[src/rtl/hsic_bus_monitor.sv]
module hsic_bus_monitor #(
  parameter int HOLD_PERIODS = 2
) (
  input  logic       clk,
  input  logic       rst_n,
  input  logic       enable,
  input  logic       strobe_in,
  input  logic       data_in,
  input  logic       period_tick,
  output logic       keeper_en,
  output logic [1:0] keeper_level,
  output logic [1:0] bus_state,
  output logic       connect_evt
);
  localparam int RUN_W = (HOLD_PERIODS > 2) ? $clog2(HOLD_PERIODS) : 1;
  localparam logic [RUN_W-1:0] RUN_MAX = RUN_W'(HOLD_PERIODS - 1);
  localparam logic [1:0] ST_IDLE = 2'd0, ST_CONN = 2'd1, ST_RST = 2'd2, ST_ACT = 2'd3;

  logic [1:0]       prev_q, state_q, decoded;
  logic             prev_vld, kp_q, evt_q;
  logic [RUN_W-1:0] run_q, run_nxt;

  wire [1:0] line    = {strobe_in, data_in};
  wire       same    = prev_vld && (line == prev_q);
  wire       settled = (run_nxt == RUN_MAX);

  always_comb begin
    case (line)
      2'b10:   decoded = ST_IDLE;
      2'b01:   decoded = ST_CONN;
      2'b00:   decoded = ST_RST;
      default: decoded = ST_ACT;
    endcase
  end

  assign run_nxt = !same ? '0 : (run_q == RUN_MAX) ? run_q : run_q + 1'b1;

  always_ff @(posedge clk or negedge rst_n) begin
    if (!rst_n) begin
      prev_q <= 2'b00; prev_vld <= 1'b0; run_q <= '0;
      state_q <= ST_IDLE; kp_q <= 1'b1; evt_q <= 1'b0;
    end else if (!enable) begin
      prev_q <= 2'b00; prev_vld <= 1'b0; run_q <= '0;
      state_q <= ST_IDLE; kp_q <= 1'b1; evt_q <= 1'b0;
    end else begin
      evt_q <= 1'b0;
      if (period_tick) begin
        prev_q   <= line;
        prev_vld <= 1'b1;
        run_q    <= run_nxt;
        kp_q     <= (state_q == ST_IDLE);
        if (settled) begin
          state_q <= decoded;
          evt_q   <= (state_q == ST_CONN) && (decoded == ST_IDLE);
        end
      end
    end
  end

  assign keeper_en    = kp_q;
  assign keeper_level = {enable, 1'b0};
  assign bus_state    = state_q;
  assign connect_evt  = evt_q;


  state_only_on_tick_chk: assert property (@(posedge clk) disable iff (!rst_n)
    (enable && !period_tick) |=> (!enable || $stable(bus_state)));

  keeper_only_on_tick_chk: assert property (@(posedge clk) disable iff (!rst_n)
    (enable && !period_tick) |=> (!enable || $stable(keeper_en)));

  evt_pulse_chk: assert property (@(posedge clk) disable iff (!rst_n)
    connect_evt |=> !connect_evt);

  evt_from_connect_chk: assert property (@(posedge clk) disable iff (!rst_n)
    connect_evt |-> (bus_state == ST_IDLE && $past(bus_state) == ST_CONN));

  disabled_outputs_chk: assert property (@(posedge clk) disable iff (!rst_n)
    !enable |=> (!enable |-> (keeper_en && bus_state == ST_IDLE && !connect_evt)));

  level_chk: assert property (@(posedge clk) disable iff (!rst_n)
    enable |-> keeper_level == 2'b10);
endmodule

[config.mk]
export PLATFORM = sky130hd
export DESIGN_NAME = hsic_bus_monitor
export DESIGN_NICKNAME = d
export VERILOG_FILES = /design/src/rtl/hsic_bus_monitor.sv
export SDC_FILE = /design/constraint.sdc
export NUM_CORES = 1
export LEC_CHECK = 0
export CAP_MARGIN = 20
export CORE_AREA = 3 3 40 42
export DETAILED_ROUTE_END_ITERATION = 6
export DIE_AREA = 0 0 43 45
export DONT_BUFFER_PORTS = 1
export MAX_ROUTING_LAYER = met4
export SKIP_CTS_REPAIR_TIMING = 1
export SYNTH_ARGS = -nofsm -noshare
export SYNTH_HDL_FRONTEND = slang
export SYNTH_SLANG_ARGS = --single-unit
[constraint.sdc]
create_clock -name clk -period 1.9 [get_ports clk]
set_clock_uncertainty 0.2 [all_clocks]
set_input_delay 0 -clock clk [delete_from_list [all_inputs] [get_ports clk]]
set_output_delay 0 -clock clk [all_outputs]
set_load 0.01 [all_outputs]
* Word level (Yosys, flattened, before mapping)
Cells that the tools add are included.
** Word-level totals
- Register bits :: 8
- Bits in latches :: 0
- Bits in writable memories :: 0
- ROM bits :: 0
- Bits of input ports :: 6
- Output and inout bits :: 6
- Word-level logic and storage cells :: 36
- Memories kept :: 0
** Operators by class
- Add/subtract/negate cells :: 1
- Multipliers :: 0
- Divide/modulo/power cells :: 0
- Order comparisons :: 0
- Equal/unequal tests :: 6
- Shifts and indexed selects :: 0
- Muxes and demuxes :: 17
- Bitwise operators :: 0
- Reduce and logical (&&, ||, !) cells :: 6
** Operators with widths (number)
- 1-bit two-way mux :: 11
- 2-bit two-way mux :: 5
- 2-bit zero test :: 3
- 2-bit one-hot mux with 3 select lines :: 1
- 2-bit by 1-bit equality test with 1-bit output, second input constant :: 2
- 2-bit by 1-bit inequality test with 1-bit output, second input constant :: 2
- 2-bit equality test :: 1
- 2-bit equality test, second input constant :: 1
- 1-bit logical AND :: 2
- 2-bit AND reduction :: 1
- 1-bit adder, second input constant :: 1

* Depth between registers and ports, before layout
- Depth in word-level cells :: 7
- Mapped depth :: 4
- Gate-level depth less buffers :: 4

* Worst setup path after synthesis
OpenSTA, ideal clock, no wires.
- Kind :: reg2reg
- Start :: register prev_q[0]
- End :: register evt_q, in the netlist connect_evt
- Library setup time :: 0.094 ns
- Arrival time :: 0.945 ns
- Required time :: 1.606 ns
- Slack :: 0.661 ns
- Cell stages (with the launch flop) :: 4
- Buffers on the path :: 0
- Period minus slack after synthesis :: 1.239 ns
- Path through :: dfrtp_1 xnor2_1 and4_4 nor4b_4
** On the way
- Longest elaborated chain between the ends :: 6
** RTL lines
- start, declared :: RTL line 19 : logic [1:0] prev_q, state_q, decoded;
- start signal, assigned :: RTL line 48 : prev_q <= line;
- 2-bit equality test :: RTL line 24 : wire same = prev_vld && (line == prev_q);
- 1-bit logical AND :: RTL line 24
- 1-bit two-way mux :: RTL line 36 : assign run_nxt = !same ? '0 : (run_q == RUN_MAX) ? run_q : run_q + 1'b1;
- 1-bit two-way mux :: RTL line 52 : if (settled) begin
- 1-bit two-way mux :: RTL line 47 : if (period_tick) begin
- 1-bit two-way mux :: RTL line 42 : end else if (!enable) begin
- end signal, assigned :: RTL line 54 : evt_q <= (state_q == ST_CONN) && (decoded == ST_IDLE);
- end, declared :: RTL line 20 : logic prev_vld, kp_q, evt_q;
Every way passes these cells.
A chain may end at the register's enable or synchronous reset.

* Final worst setup path
- Start :: input data_in
- End :: register state_q[1], in the netlist bus_state[1]
** On the way
- Longest elaborated chain between the ends :: 5
- Elaborated cells on any way between the ends :: 12
- Classes of those cells :: eq/ne: 4; mux: 5; reduce/logical: 3
** RTL lines
- start, declared :: RTL line 8 : input logic data_in,
- 2-bit by 1-bit equality test with 1-bit output, or another cell as far along :: RTL line 28 : case (line)
- 2-bit one-hot mux with 3 select lines / 1-bit logical AND (equally long branches) :: RTL line 28, 24
- 2-bit two-way mux / 1-bit two-way mux (equally long branches) :: RTL line 52, 36
- 2-bit two-way mux / 2-bit by 1-bit inequality test with 1-bit output (equally long branches)
- 2-bit two-way mux / 2-bit AND reduction (equally long branches)
- end signal, assigned :: RTL line 53 : state_q <= decoded;
- end, declared :: RTL line 19
Parallel ways exist; a longest one is shown, timed or not. The select of a mux whose other input is x is not followed.

==> flow_summary_export.csv <==
group,metric,value,unit
setup_path,cp_num_buf_inv,2,
setup_path,worst_r2r_path_depth,4,
global_routing,remaining_overflow_grt,0,
sta,finalCriticalPeriod,1.743,ns
setup_path,crit_path_max_incr_delay,0.62,ns
logic_synthesis,yosysWarningCount,0,
final_layout,final_nets,56,
clock_network,cts_buffers,3,
routing,route.vias.total,299,
logic_synthesis,synth.ff_latch_count,7,
routing,postRouteAntennaNets,0,
global_routing,grt_start_max_net_pins,8,
setup_path,critical-path-top-delay-family,"buffers and inverters",
pwr,power.leakage,0.2180,nW
sta,final.period_utilization,91.72,%
sta,final-max-slew-violation-count,0,
final_layout,n_antenna_cell,0,
outcome,outcome,"finished clean",
clock_network,cts.reportedPaths.clkPinSlew,0.05,ns
logic_synthesis,netlist-cell-type-count,16,
global_routing,antenna_found_initial,0,
floorplanning,placementRows,13,
logic_synthesis,syn_nets,46,
floorplanning,initial_utilization,30.48,%
clock_network,clock_sink_count,7,
logic_synthesis,ys_seq_area_share,45.05,%
logic_synthesis,synthesis.area,391.6,um^2
place,numPortBuffers,0,
run,max_cap_violations,0,
floorplanning,die_h,45,um
setup_path,crit_path_start_kind,"input pin",
hold_path,hold_path_depth,4,
logic_synthesis,synthesis.area_per_instance,10.58,um^2
routing,drtIter0Drc,11,
setup_path,critPathKind,"in2reg",
setup_path,cp_common_cell,"sky130_fd_sc_hd__dlygate4sd3_1",
floorplanning,core_area,1285,um^2
global_routing,groute.usage.overall,8.456,%
clock_network,cts.htree.levels,1,
setup_path,worstSetupEndpointType,"flop",
global_routing,grt_pass1_wl,1.104,mm
floorplanning,ios,12,
clock_network,cts.path.max_buffers,2,
routing,routed_wire_length_per_instance,14.03,um
final_layout,area_delta_synth_final,26.84,%
pwr,cellPowerDensity,698.9,nW/um^2
global_routing,via_count_of_the_first_global_routing_pass,238,
place,post-place-ws,0.5746,ns
final_layout,end_of_flow_core_utilization,38.66,%
setup_path,timing.critical_path.cells,"dlygate4sd3_1 > ha_1 > dlygate4sd3_1 > nand2_1 > mux2i_1",
setup_path,worst-endpoint-arrival,1.70,ns
clock_network,worstSkewPairLatency,0.25,ns
sta,max_freq,0.5738,GHz
hold_path,hp-class,"in2reg",
floorplanning,floorplan.die_area,1935,um^2
final_layout,layout-drive-gt1-share,13.04,%
sta,layout_setup_ws,0.1573,ns
sta,hold_violations,0,
routing,postRouteWirelength,856,um
routing,drc,0,
pwr,ir_drop,0.0002560,V
place,gp_congestion,0.6961,
setup_path,critical_path.slowest_cell,"sky130_fd_sc_hd__dlygate4sd3_1",
clock_network,cts.root.buffer_cell,"sky130_fd_sc_hd__clkbuf_4",
floorplanning,width_of_the_die,43,um
setup_path,critPathMaxFanout,5,
sta,setup-tns-final,0,ns
sta,final-setup-viol-count,0,
setup_path,critPathRequiredTime,1.86,ns
setup_path,timing.critical_path.depth,5,
routing,routed_via_density,4.902,
clock_network,clock_tree_from_tritoncts,"built",
pwr,total_power,0.3472,mW
sta,grt_setup_unrepaired,"false",
routing,drt_pass1_iterations,4,
final_layout,filler_cell_count,135,
logic_synthesis,netlist_instances,37,
place,post_detailed_placement_half_perimeter_wirelength,574.2,um
==> cell type report <==
cell class	instances	area, um^2	share of cell area [%]
inverter	3	11.26	2.267
tap	15	18.77	3.778
clock buffer	4	26.28	5.290
sequential	7	176.4	35.52
multi-input combinational	24	183.9	37.03
timing repair buffer	8	80.08	16.12
==> cell families after synthesis <==
| family | Yosys count | synth area share [%] |
|---|---|---|
| flip-flops | 7 | 45.05 |
| XOR/XNOR | 2 | 4.474 |
| multiplexers | 3 | 7.668 |
| adder cells (fa/ha/maj) | 3 | 9.586 |
| buffers and inverters | 6 | 7.985 |
| AO/OA/AOI/OAI | 4 | 6.710 |
| AND/OR/NAND/NOR | 11 | 17.57 |
| other | 1 | 0.9575 |
==> layout by cell type, fill, tap and decap left out <==
cell type,synthesis,layout
sky130_fd_sc_hd__nand2_1,4,4
sky130_fd_sc_hd__ha_1,3,3
sky130_fd_sc_hd__conb_1,1,1
sky130_fd_sc_hd__mux2i_1,3,3
sky130_fd_sc_hd__clkbuf_4,0,3
sky130_fd_sc_hd__dlygate4sd3_1,0,8
sky130_fd_sc_hd__clkbuf_1,0,1
sky130_fd_sc_hd__and4_4,1,1
sky130_fd_sc_hd__o21ai_0,2,2
sky130_fd_sc_hd__dfrtp_1,6,6
sky130_fd_sc_hd__a41oi_1,1,1
sky130_fd_sc_hd__inv_1,3,3
sky130_fd_sc_hd__nor4b_4,1,1
sky130_fd_sc_hd__nor2_1,5,5
sky130_fd_sc_hd__xnor2_1,2,2
sky130_fd_sc_hd__a211oi_1,1,1
sky130_fd_sc_hd__dfstp_2,1,1
==> cell usage after synthesis (all sizes together) <==
| library cell | count | share of area (%) |
|---|---|---|
| nand2 | 4 | 3.8 |
| inv | 3 | 2.9 |
| a41oi | 1 | 2.2 |
| o21ai | 2 | 2.6 |
| xnor2 | 2 | 4.5 |
| buf | 3 | 5.1 |
| ha | 3 | 9.6 |
| nor4b | 1 | 6.1 |
| nor2 | 5 | 4.8 |
| conb | 1 | 0.96 |
| and4 | 1 | 2.9 |
| dfrtp | 6 | 38 |
| mux2i | 3 | 7.7 |
| dfstp | 1 | 6.7 |
| a211oi | 1 | 1.9 |
==> registers in the layout (all words and copies together) (netlist names) <==
name         cells
prev_vld         1
connect_evt      1
bus_state        2
keeper_en        1
prev_q           2
==> report_power, final <==
part	leakage [nW]	internal, mW	switching, mW
clock network	0.0150	0.0803	0.0575
registers	0.0913	0.155	0.00584
logic	0.112	0.0237	0.0246
total	0.218	0.259	0.0879
==> layer usage <==
layer	track usage, %	share of wire (%)	vias to the layer above
li1	-	-	136
met1	9.069	39	151
met2	13.47	58	12
met3	1.594	3.7	0
met4	7.229	0	0
met5	-	0	-
==> worst paths after layout <==
check	from	end	slack, ns
max reg2reg	bus_state[1]	keeper_en	0.25
min reg2reg	prev_vld	prev_vld	0.34
min in group asynchronous	rst_n	connect_evt	0.42
min	strobe_in	bus_state[0]	0.007
max	data_in	bus_state[1]	0.16
max in group asynchronous	rst_n	keeper_en	0.78
==> worst reg2reg max path: stages (launching register included) <==
cell and delay [ns]:
sky130_fd_sc_hd__dfrtp_1 0.46, sky130_fd_sc_hd__o21ai_0 0.17, sky130_fd_sc_hd__o21ai_0 0.11, sky130_fd_sc_hd__nand2_1 0.08, sky130_fd_sc_hd__dlygate4sd3_1 0.56
==> through the flow <==
stage	area (um^2)	hold slack (ns)	instances
after floorplan	391.6	-0.4956	37
after global placement	390.4	-0.4954	49
after detailed placement	390.4	-0.4954	49
after CTS	416.7	-0.7674	53
after global routing	496.7	0.03134	61
final	496.7	0.006695	61
Note: power is estimated with default switching activity, not from simulation.
